===== src/rtl/soft_tlb_pkg.sv =====
package soft_tlb_pkg;

  localparam int REG_W   = 32;
  localparam int TAG_LSB = 13;
  localparam int TAG_W   = REG_W - TAG_LSB;
  localparam int ASID_W  = 8;
  localparam int CATTR_W = 3;
  localparam int PFN_LSB = 6;
  localparam int PFN_W   = 24;
  localparam int GAP_W   = TAG_LSB - ASID_W;
  localparam int TOP_W   = REG_W - PFN_LSB - PFN_W;

  typedef enum logic [1:0] {
    OP_PROBE  = 2'd0,
    OP_WR_IDX = 2'd1,
    OP_WR_RND = 2'd2,
    OP_READ   = 2'd3
  } opT;

  typedef struct packed {
    logic               valid;
    logic               dirty;
    logic [CATTR_W-1:0] cattr;
    logic [PFN_W-1:0]   pfn;
  } halfT;

  typedef struct packed {
    logic [TAG_W-1:0]  tag;
    logic [ASID_W-1:0] asid;
    logic              glob;
    logic [REG_W-1:0]  pmask;
    halfT              even;
    halfT              odd;
  } entryT;

  typedef struct packed {
    logic probe;
    logic wrIdx;
    logic wrRnd;
    logic rd;
  } strobeT;

  function automatic halfT unpackLo(input logic [REG_W-1:0] lo);
    halfT h;
    h.valid = lo[1];
    h.dirty = lo[2];
    h.cattr = lo[3 +: CATTR_W];
    h.pfn   = lo[PFN_LSB +: PFN_W];
    return h;
  endfunction

  function automatic logic [REG_W-1:0] packLo(input halfT h, input logic g);
    return {{TOP_W{1'b0}}, h.pfn, h.cattr, h.dirty, h.valid, g};
  endfunction

  function automatic logic [REG_W-1:0] packHi(input entryT e);
    return {e.tag, {GAP_W{1'b0}}, e.asid};
  endfunction

endpackage


===== src/rtl/soft_tlb_ctrl.sv =====
module soft_tlb_ctrl
  import soft_tlb_pkg::*;
#(
  parameter int IDX_W = 4
) (
  input  logic             clk,
  input  logic             rstN,
  input  logic             cmdValid,
  input  logic [1:0]       cmdOp,
  input  logic [IDX_W-1:0] idxSel,
  input  logic [IDX_W-1:0] randIdx,
  output strobeT           stb,
  output logic [IDX_W-1:0] slot
);

  opT op;

  always_comb begin
    op  = opT'(cmdOp);
    stb = '0;
    if (cmdValid) begin
      unique case (op)
        OP_PROBE:  stb.probe = 1'b1;
        OP_WR_IDX: stb.wrIdx = 1'b1;
        OP_WR_RND: stb.wrRnd = 1'b1;
        OP_READ:   stb.rd    = 1'b1;
        default:   stb       = '0;
      endcase
    end
  end

  // write-at-random takes its slot from the random source, all else from index
  always_comb begin
    slot = stb.wrRnd ? randIdx : idxSel;
  end

  AST_ONE_STROBE: assert property (@(posedge clk) disable iff (!rstN)
    $onehot0(stb)) else $error("more than one command strobe");

  AST_STROBE_NEEDS_VALID: assert property (@(posedge clk) disable iff (!rstN)
    !cmdValid |-> (stb == '0)) else $error("strobe without cmdValid");

endmodule


===== src/rtl/soft_tlb_match.sv =====
module soft_tlb_match
  import soft_tlb_pkg::*;
#(
  parameter int NUM_ENTRIES = 16,
  parameter int IDX_W       = $clog2(NUM_ENTRIES)
) (
  input  logic [TAG_W-1:0]  tagArr  [NUM_ENTRIES],
  input  logic [ASID_W-1:0] asidArr [NUM_ENTRIES],
  input  logic              globArr [NUM_ENTRIES],
  input  logic [TAG_W-1:0]  keyTag,
  input  logic [ASID_W-1:0] keyAsid,
  output logic              anyHit,
  output logic [IDX_W-1:0]  hitIdx
);

  logic [NUM_ENTRIES-1:0] hitVec;

  for (genvar e = 0; e < NUM_ENTRIES; e++) begin : g_cmp
    assign hitVec[e] = (tagArr[e] == keyTag) &&
                       (globArr[e] || (asidArr[e] == keyAsid));
  end

  // lowest matching slot wins
  always_comb begin
    hitIdx = '0;
    for (int i = NUM_ENTRIES - 1; i >= 0; i--) begin
      if (hitVec[i]) hitIdx = IDX_W'(i);
    end
  end

  assign anyHit = |hitVec;

endmodule


===== src/rtl/soft_tlb_store.sv =====
module soft_tlb_store
  import soft_tlb_pkg::*;
#(
  parameter int NUM_ENTRIES = 16,
  parameter int IDX_W       = $clog2(NUM_ENTRIES)
) (
  input  logic             clk,
  input  logic             rstN,
  input  strobeT           stb,
  input  logic [IDX_W-1:0] slot,
  input  logic [REG_W-1:0] entryHiIn,
  input  logic [REG_W-1:0] entryLo0In,
  input  logic [REG_W-1:0] entryLo1In,
  input  logic [REG_W-1:0] pageMaskIn,
  input  logic [REG_W-1:0] indexIn,
  output logic [REG_W-1:0] indexOut,
  output logic [REG_W-1:0] entryHiOut,
  output logic [REG_W-1:0] entryLo0Out,
  output logic [REG_W-1:0] entryLo1Out,
  output logic [REG_W-1:0] pageMaskOut,
  output logic             asidChange
);

  entryT             tbl     [NUM_ENTRIES];
  logic [TAG_W-1:0]  tagArr  [NUM_ENTRIES];
  logic [ASID_W-1:0] asidArr [NUM_ENTRIES];
  logic              globArr [NUM_ENTRIES];

  logic [TAG_W-1:0]  keyTag;
  logic [ASID_W-1:0] keyAsid;
  logic              anyHit;
  logic [IDX_W-1:0]  hitIdx;
  logic              wrEn;
  logic              anyCmd;
  entryT             newEntry;
  entryT             selEntry;

  assign keyTag  = entryHiIn[TAG_LSB +: TAG_W];
  assign keyAsid = entryHiIn[ASID_W-1:0];
  assign wrEn    = stb.wrIdx | stb.wrRnd;
  assign anyCmd  = stb.probe | wrEn | stb.rd;

  for (genvar e = 0; e < NUM_ENTRIES; e++) begin : g_view
    assign tagArr[e]  = tbl[e].tag;
    assign asidArr[e] = tbl[e].asid;
    assign globArr[e] = tbl[e].glob;
  end

  soft_tlb_match #(
    .NUM_ENTRIES(NUM_ENTRIES),
    .IDX_W      (IDX_W)
  ) u_match (
    .tagArr (tagArr),
    .asidArr(asidArr),
    .globArr(globArr),
    .keyTag (keyTag),
    .keyAsid(keyAsid),
    .anyHit (anyHit),
    .hitIdx (hitIdx)
  );

  always_comb begin
    newEntry.tag   = keyTag;
    newEntry.asid  = keyAsid;
    newEntry.glob  = entryLo0In[0] & entryLo1In[0];
    newEntry.pmask = pageMaskIn;
    newEntry.even  = unpackLo(entryLo0In);
    newEntry.odd   = unpackLo(entryLo1In);
  end

  assign selEntry = tbl[slot];

  always_ff @(posedge clk or negedge rstN) begin
    if (!rstN) begin
      for (int i = 0; i < NUM_ENTRIES; i++) tbl[i] <= '0;
    end else if (wrEn) begin
      for (int i = 0; i < NUM_ENTRIES; i++) begin
        if (slot == IDX_W'(i)) tbl[i] <= newEntry;
      end
    end
  end

  always_ff @(posedge clk or negedge rstN) begin
    if (!rstN) begin
      indexOut    <= '0;
      entryHiOut  <= '0;
      entryLo0Out <= '0;
      entryLo1Out <= '0;
      pageMaskOut <= '0;
      asidChange  <= 1'b0;
    end else begin
      asidChange <= 1'b0;
      if (anyCmd) begin
        indexOut    <= indexIn;
        entryHiOut  <= entryHiIn;
        entryLo0Out <= entryLo0In;
        entryLo1Out <= entryLo1In;
        pageMaskOut <= pageMaskIn;
        if (stb.probe) begin
          if (anyHit) indexOut <= REG_W'(hitIdx);
          else        indexOut <= {1'b1, indexIn[REG_W-2:0]};
        end
        if (stb.rd) begin
          entryHiOut  <= packHi(selEntry);
          entryLo0Out <= packLo(selEntry.even, selEntry.glob);
          entryLo1Out <= packLo(selEntry.odd, selEntry.glob);
          pageMaskOut <= selEntry.pmask;
          asidChange  <= (selEntry.asid != keyAsid);
        end
      end
    end
  end

  AST_HI_GAP_ZERO: assert property (@(posedge clk) disable iff (!rstN)
    stb.rd |=> (entryHiOut[TAG_LSB-1:ASID_W] == '0)) else $error("gap bits set");

  AST_GLOBAL_PAIR: assert property (@(posedge clk) disable iff (!rstN)
    stb.rd |=> (entryLo0Out[0] == entryLo1Out[0])) else $error("global bits differ");

  AST_LO_TOP_ZERO: assert property (@(posedge clk) disable iff (!rstN)
    stb.rd |=> (entryLo0Out[REG_W-1:PFN_LSB+PFN_W] == '0)) else $error("lo top bits");

  AST_PROBE_HIT_IDX: assert property (@(posedge clk) disable iff (!rstN)
    (stb.probe && anyHit) |=> (indexOut == REG_W'($past(hitIdx)))) else $error("hit index");

  AST_PROBE_MISS_FLAG: assert property (@(posedge clk) disable iff (!rstN)
    (stb.probe && !anyHit) |=> (indexOut[REG_W-1] &&
      indexOut[IDX_W-1:0] == $past(indexIn[IDX_W-1:0]))) else $error("miss flag");

  AST_ASID_PULSE_SRC: assert property (@(posedge clk) disable iff (!rstN)
    asidChange |-> $past(stb.rd)) else $error("pulse without read");

  AST_ASID_PULSE_SHORT: assert property (@(posedge clk) disable iff (!rstN)
    (asidChange && !stb.rd) |=> !asidChange) else $error("pulse too long");

  AST_IDLE_HOLD: assert property (@(posedge clk) disable iff (!rstN)
    !anyCmd |=> ($stable(indexOut) && $stable(entryHiOut) && $stable(pageMaskOut)))
    else $error("outputs moved while idle");

endmodule


===== src/rtl/soft_tlb.sv =====
module soft_tlb
  import soft_tlb_pkg::*;
#(
  parameter int NUM_ENTRIES = 16,
  localparam int IDX_W      = $clog2(NUM_ENTRIES)
) (
  input  logic             clk,
  input  logic             rstN,
  input  logic             cmdValid,
  input  logic [1:0]       cmdOp,
  input  logic [31:0]      entryHiIn,
  input  logic [31:0]      entryLo0In,
  input  logic [31:0]      entryLo1In,
  input  logic [31:0]      pageMaskIn,
  input  logic [31:0]      indexIn,
  input  logic [IDX_W-1:0] randIdx,
  output logic [31:0]      indexOut,
  output logic [31:0]      entryHiOut,
  output logic [31:0]      entryLo0Out,
  output logic [31:0]      entryLo1Out,
  output logic [31:0]      pageMaskOut,
  output logic             asidChange
);

  strobeT           stb;
  logic [IDX_W-1:0] slot;

  soft_tlb_ctrl #(.IDX_W(IDX_W)) u_ctrl (
    .clk     (clk),
    .rstN    (rstN),
    .cmdValid(cmdValid),
    .cmdOp   (cmdOp),
    .idxSel  (indexIn[IDX_W-1:0]),
    .randIdx (randIdx),
    .stb     (stb),
    .slot    (slot)
  );

  soft_tlb_store #(
    .NUM_ENTRIES(NUM_ENTRIES),
    .IDX_W      (IDX_W)
  ) u_store (
    .clk        (clk),
    .rstN       (rstN),
    .stb        (stb),
    .slot       (slot),
    .entryHiIn  (entryHiIn),
    .entryLo0In (entryLo0In),
    .entryLo1In (entryLo1In),
    .pageMaskIn (pageMaskIn),
    .indexIn    (indexIn),
    .indexOut   (indexOut),
    .entryHiOut (entryHiOut),
    .entryLo0Out(entryLo0Out),
    .entryLo1Out(entryLo1Out),
    .pageMaskOut(pageMaskOut),
    .asidChange (asidChange)
  );

endmodule


===== config.mk =====
export PLATFORM = sky130hd
export DESIGN_NAME = soft_tlb
export DESIGN_NICKNAME = d
export VERILOG_FILES = /design/src/rtl/soft_tlb_pkg.sv /design/src/rtl/soft_tlb_ctrl.sv /design/src/rtl/soft_tlb_match.sv /design/src/rtl/soft_tlb_store.sv /design/src/rtl/soft_tlb.sv
export SDC_FILE = /design/constraint.sdc
export NUM_CORES = 2
export LEC_CHECK = 0
export ABC_AREA = 1
export ABC_CLOCK_PERIOD_IN_PS = 4900
export BUFFER_PORTS_ARGS = -buffer_cell sky130_fd_sc_hd__clkbuf_2
export CORE_MARGIN = 4
export CORE_UTILIZATION = 40
export CTS_BUF_LIST = sky130_fd_sc_hd__clkbuf_16
export DETAILED_ROUTE_END_ITERATION = 16
export PLACE_DENSITY = 0.57
export SLEW_MARGIN = 40
export SYNTH_ARGS = -nofsm -noshare
export SYNTH_HDL_FRONTEND = slang
export SYNTH_SLANG_ARGS = --single-unit

===== constraint.sdc =====
create_clock -name clk -period 4.9 [get_ports clk]
set_input_delay 0.98 -clock clk [delete_from_list [all_inputs] [get_ports clk]]
set_output_delay 0.98 -clock clk [all_outputs]
set_load 0.05 [all_outputs]

==> run metrics <==
Reg2Reg Depth=16; Setup Total Neg Slack=0 ns; Synth Net Count=10864; vias in the first global route=78256; Yosys top cell area share=54.7%; Post-CTS Hold Buffers=0; ys flop type=dfrtp_1; synth warn=0; Worst Tran Pin Value=0.912 ns; Via density=5.89; dpl hpwl=192000 um; switch share=32.9%; busiest layer in global routing=met2; Std-Cell Rows=177; Worst EP arrival=4.41 ns; met3 Usage GRT=4.81%; RePlAce Congestion=0.971; share of layout cells above drive strength 1=8.78%; required time worst endpoint=5.71 ns; Post-synth ARST share=100%; final wirelength=340000 um; final hold violation count=0; nets@finish=10634; clock period minus worst slack=3.59 ns; CTS root buf=clkbuf_16; RSZ-0062 raised after global routing=no; max-slew violations=0; Cell Area, Synth=93800 sq um; PortBufs=329; HP Class=in -> async; P_sw=16.4 mW; worst-path fanout max=13; clock network power share=31.8%; WL/cell=24.7 um; DRT iter0 DRCs=9971; Final Cycle Share=73.4%; die height=492 um; Static Leak=48.1 nW; Worst Setup End Kind=flip-flop; clk_lat worst skew=0.88 ns; Seq pwr share=48.1%; commonest cells after routing, fill and taps aside=2695 x nand2_1, 2049 x dfrtp_1, 1837 x o21ai_0; met2 Use GR=42.5%; Syn Area/Cell=8.77 sq um; max cap viols=0; Synth Register Bits=2049; largest net degree at the start of global routing=197; Synth cell types=45; Yosys top cell by area=dfrtp_1; global-route wire length before repair=516000 um; Clk pin slew, worst setup/hold paths=0.06 ns; sequential area share after synthesis=54.7%; Worst slew margin=39.2%; CTS tree=built; pwr dens=477 nW/um^2; internal power=33.6 mW; Vias=81107; setup violators final=0; Initial Util=40.3%; final core utilization=45.0%; setup repair bufs after CTS=0; clk sink count=2049; IO Pins=330; status=complete, no violations; peak supply drop=296 uV; PostCTS Resize Cnt=0; Num CTS Buffers=222; Combinational Power Share=20.0%; Worst R2R Start=u_store.tagArr[88]; initial antenna violation count=18; crit path launch=entryHiIn[1]; commonest non-fill, non-tap cell in the layout=nand2_1; Max Fclk=278 MHz; Die Area=242000 sq um; ranking of synthesized cells by area=dfrtp_1 55%, nand2_1 11%, o21ai_0 9.8%, nand3_1 6.9%, a22oi_1 3.6%; Layout Skew=0.0555 ns; total iterations of the first detailed-routing run=8; post-route ant nets=0; Post-synth EDFFs=0; core area=233000 sq um; Die W=492 um; met1 Resource Use GR=39.4%; critical path type=in -> reg; Longest Clk Path Bufs=3; htree depth=4; cell count after synthesis=10695; DRC=0; grt ovf=0; area delta synth->final=11.7%; nature of the critical path startpoint=input pin; All-Layer GR Usage=27.5%
==> worst max-delay path: stages <==
cell and delay [ns]:
clkbuf_2 0.46, buf_4 0.27, xnor2_1 0.14, nand4_1 0.27, o41ai_2 0.74, nand4_1 0.38
nand2_1 0.19, nor2_1 0.08, nand2_1 0.09, nand2_1 0.09, nand2_1 0.17, inv_1 0.09
nor3_1 0.12, o21ai_0 0.22, nand2_1 0.10
==> path summary, 6_finish.rpt <==
kind	endpoint	slack [ns]
worst max-delay path	u_store.indexOut[1]	1.31
worst min-delay path	u_store.tbl[481]	0.05
worst max register to register	u_store.indexOut[1]	1.65
worst min register to register	u_store.entryHiOut[10]	0.48
max in group asynchronous	u_store.tagArr[71]	3.29
min in group clk	u_store.indexOut[5]	0.32
==> registers in the layout, summed over array words and instances, names as in the netlist <==
name,flops
u_store.asidChange,1
u_store.entryLo1Out,32
u_store.asidArr,128
u_store.tagArr,304
u_store.pageMaskOut,32
u_store.indexOut,32
u_store.globArr,16
u_store.tbl,1440
u_store.entryLo0Out,32
u_store.entryHiOut,32
==> synthesized netlist by cell type, types with 2 or more instances <==
library cell / n
or2_1: 2
dfrtp_1: 2049
nor2_4: 3
nand4_1: 106
o21ai_2: 2
nand2_1: 2713
nand2_4: 2
nand3_1: 1299
buf_4: 36
nor2_2: 5
a22oi_2: 3
o21ai_1: 152
clkbuf_1: 550
a21oi_1: 6
nand2_2: 2
a21oi_2: 3
o21ai_0: 1837
buf_6: 31
buf_2: 354
o22ai_1: 56
or2_2: 13
o221ai_1: 32
inv_1: 223
o211ai_1: 144
a22oi_1: 450
and3_1: 4
nor2_1: 69
nor3_1: 30
nor4_1: 39
or2_0: 2
xnor2_1: 130
a22o_1: 112
o41ai_1: 5
buf_1: 39
xor2_1: 158
inv_2: 25
==> metrics by stage <==
step / std cells / setup slack, ns / power [mW] / area [sq um] / hold WS, ns
after detailed placement: 13365 / 0.545 / 34.1 / 97700 / 0.467
after global routing: 13778 / 1.28 / 52.8 / 105000 / 0.0291
final: 13781 / 1.31 / 50.0 / 105000 / 0.0547
after CTS: 13766 / 1.47 / 50.2 / 105000 / 0.00153
after floorplan: 10695 / 2.13 / 30.4 / 93800 / 0.453
after global placement: 13356 / 0.0297 / 33.7 / 97400 / 0.465
==> area by class of cell <==
| cell class | count | area, sq um |
|---|---|---|
| clock inverter | 178 | 1240 |
| clock buffer | 223 | 5580 |
| tap | 3132 | 3920 |
| antenna | 7 | 17.5 |
| inverter | 250 | 961 |
| multi-input combinational | 7386 | 37200 |
| timing repair buffer | 556 | 4580 |
| sequential | 2049 | 51300 |
| fill | 22665 | 128000 |
==> routing by layer <==
layer	up-vias	routed length (um)
li1	36110	-
met1	40561	147000
met2	3784	152000
met3	640	28800
met4	12	11600
met5	-	301
==> cells by family after synthesis <==
logic type	Yosys count	synth area share, %
buffers and inverters	1260	5.91
AOI/OAI and AO/OA	2808	17.3
xor gates and xnor gates	288	2.69
DFF	2049	54.7
and+or+nand+nor	4290	19.4
==> power by group through the flow <==
stage	Sequential [mW]	Clock [mW]	Combinational (mW)
floorplan	23.9	0	6.49
global placement	24.1	0	9.67
detailed placement	24.2	0	9.93
CTS	23.9	16.2	9.96
global route	24.5	16.9	11.3
finish	24.1	15.9	10.0
(Power assumes the default switching activity.)
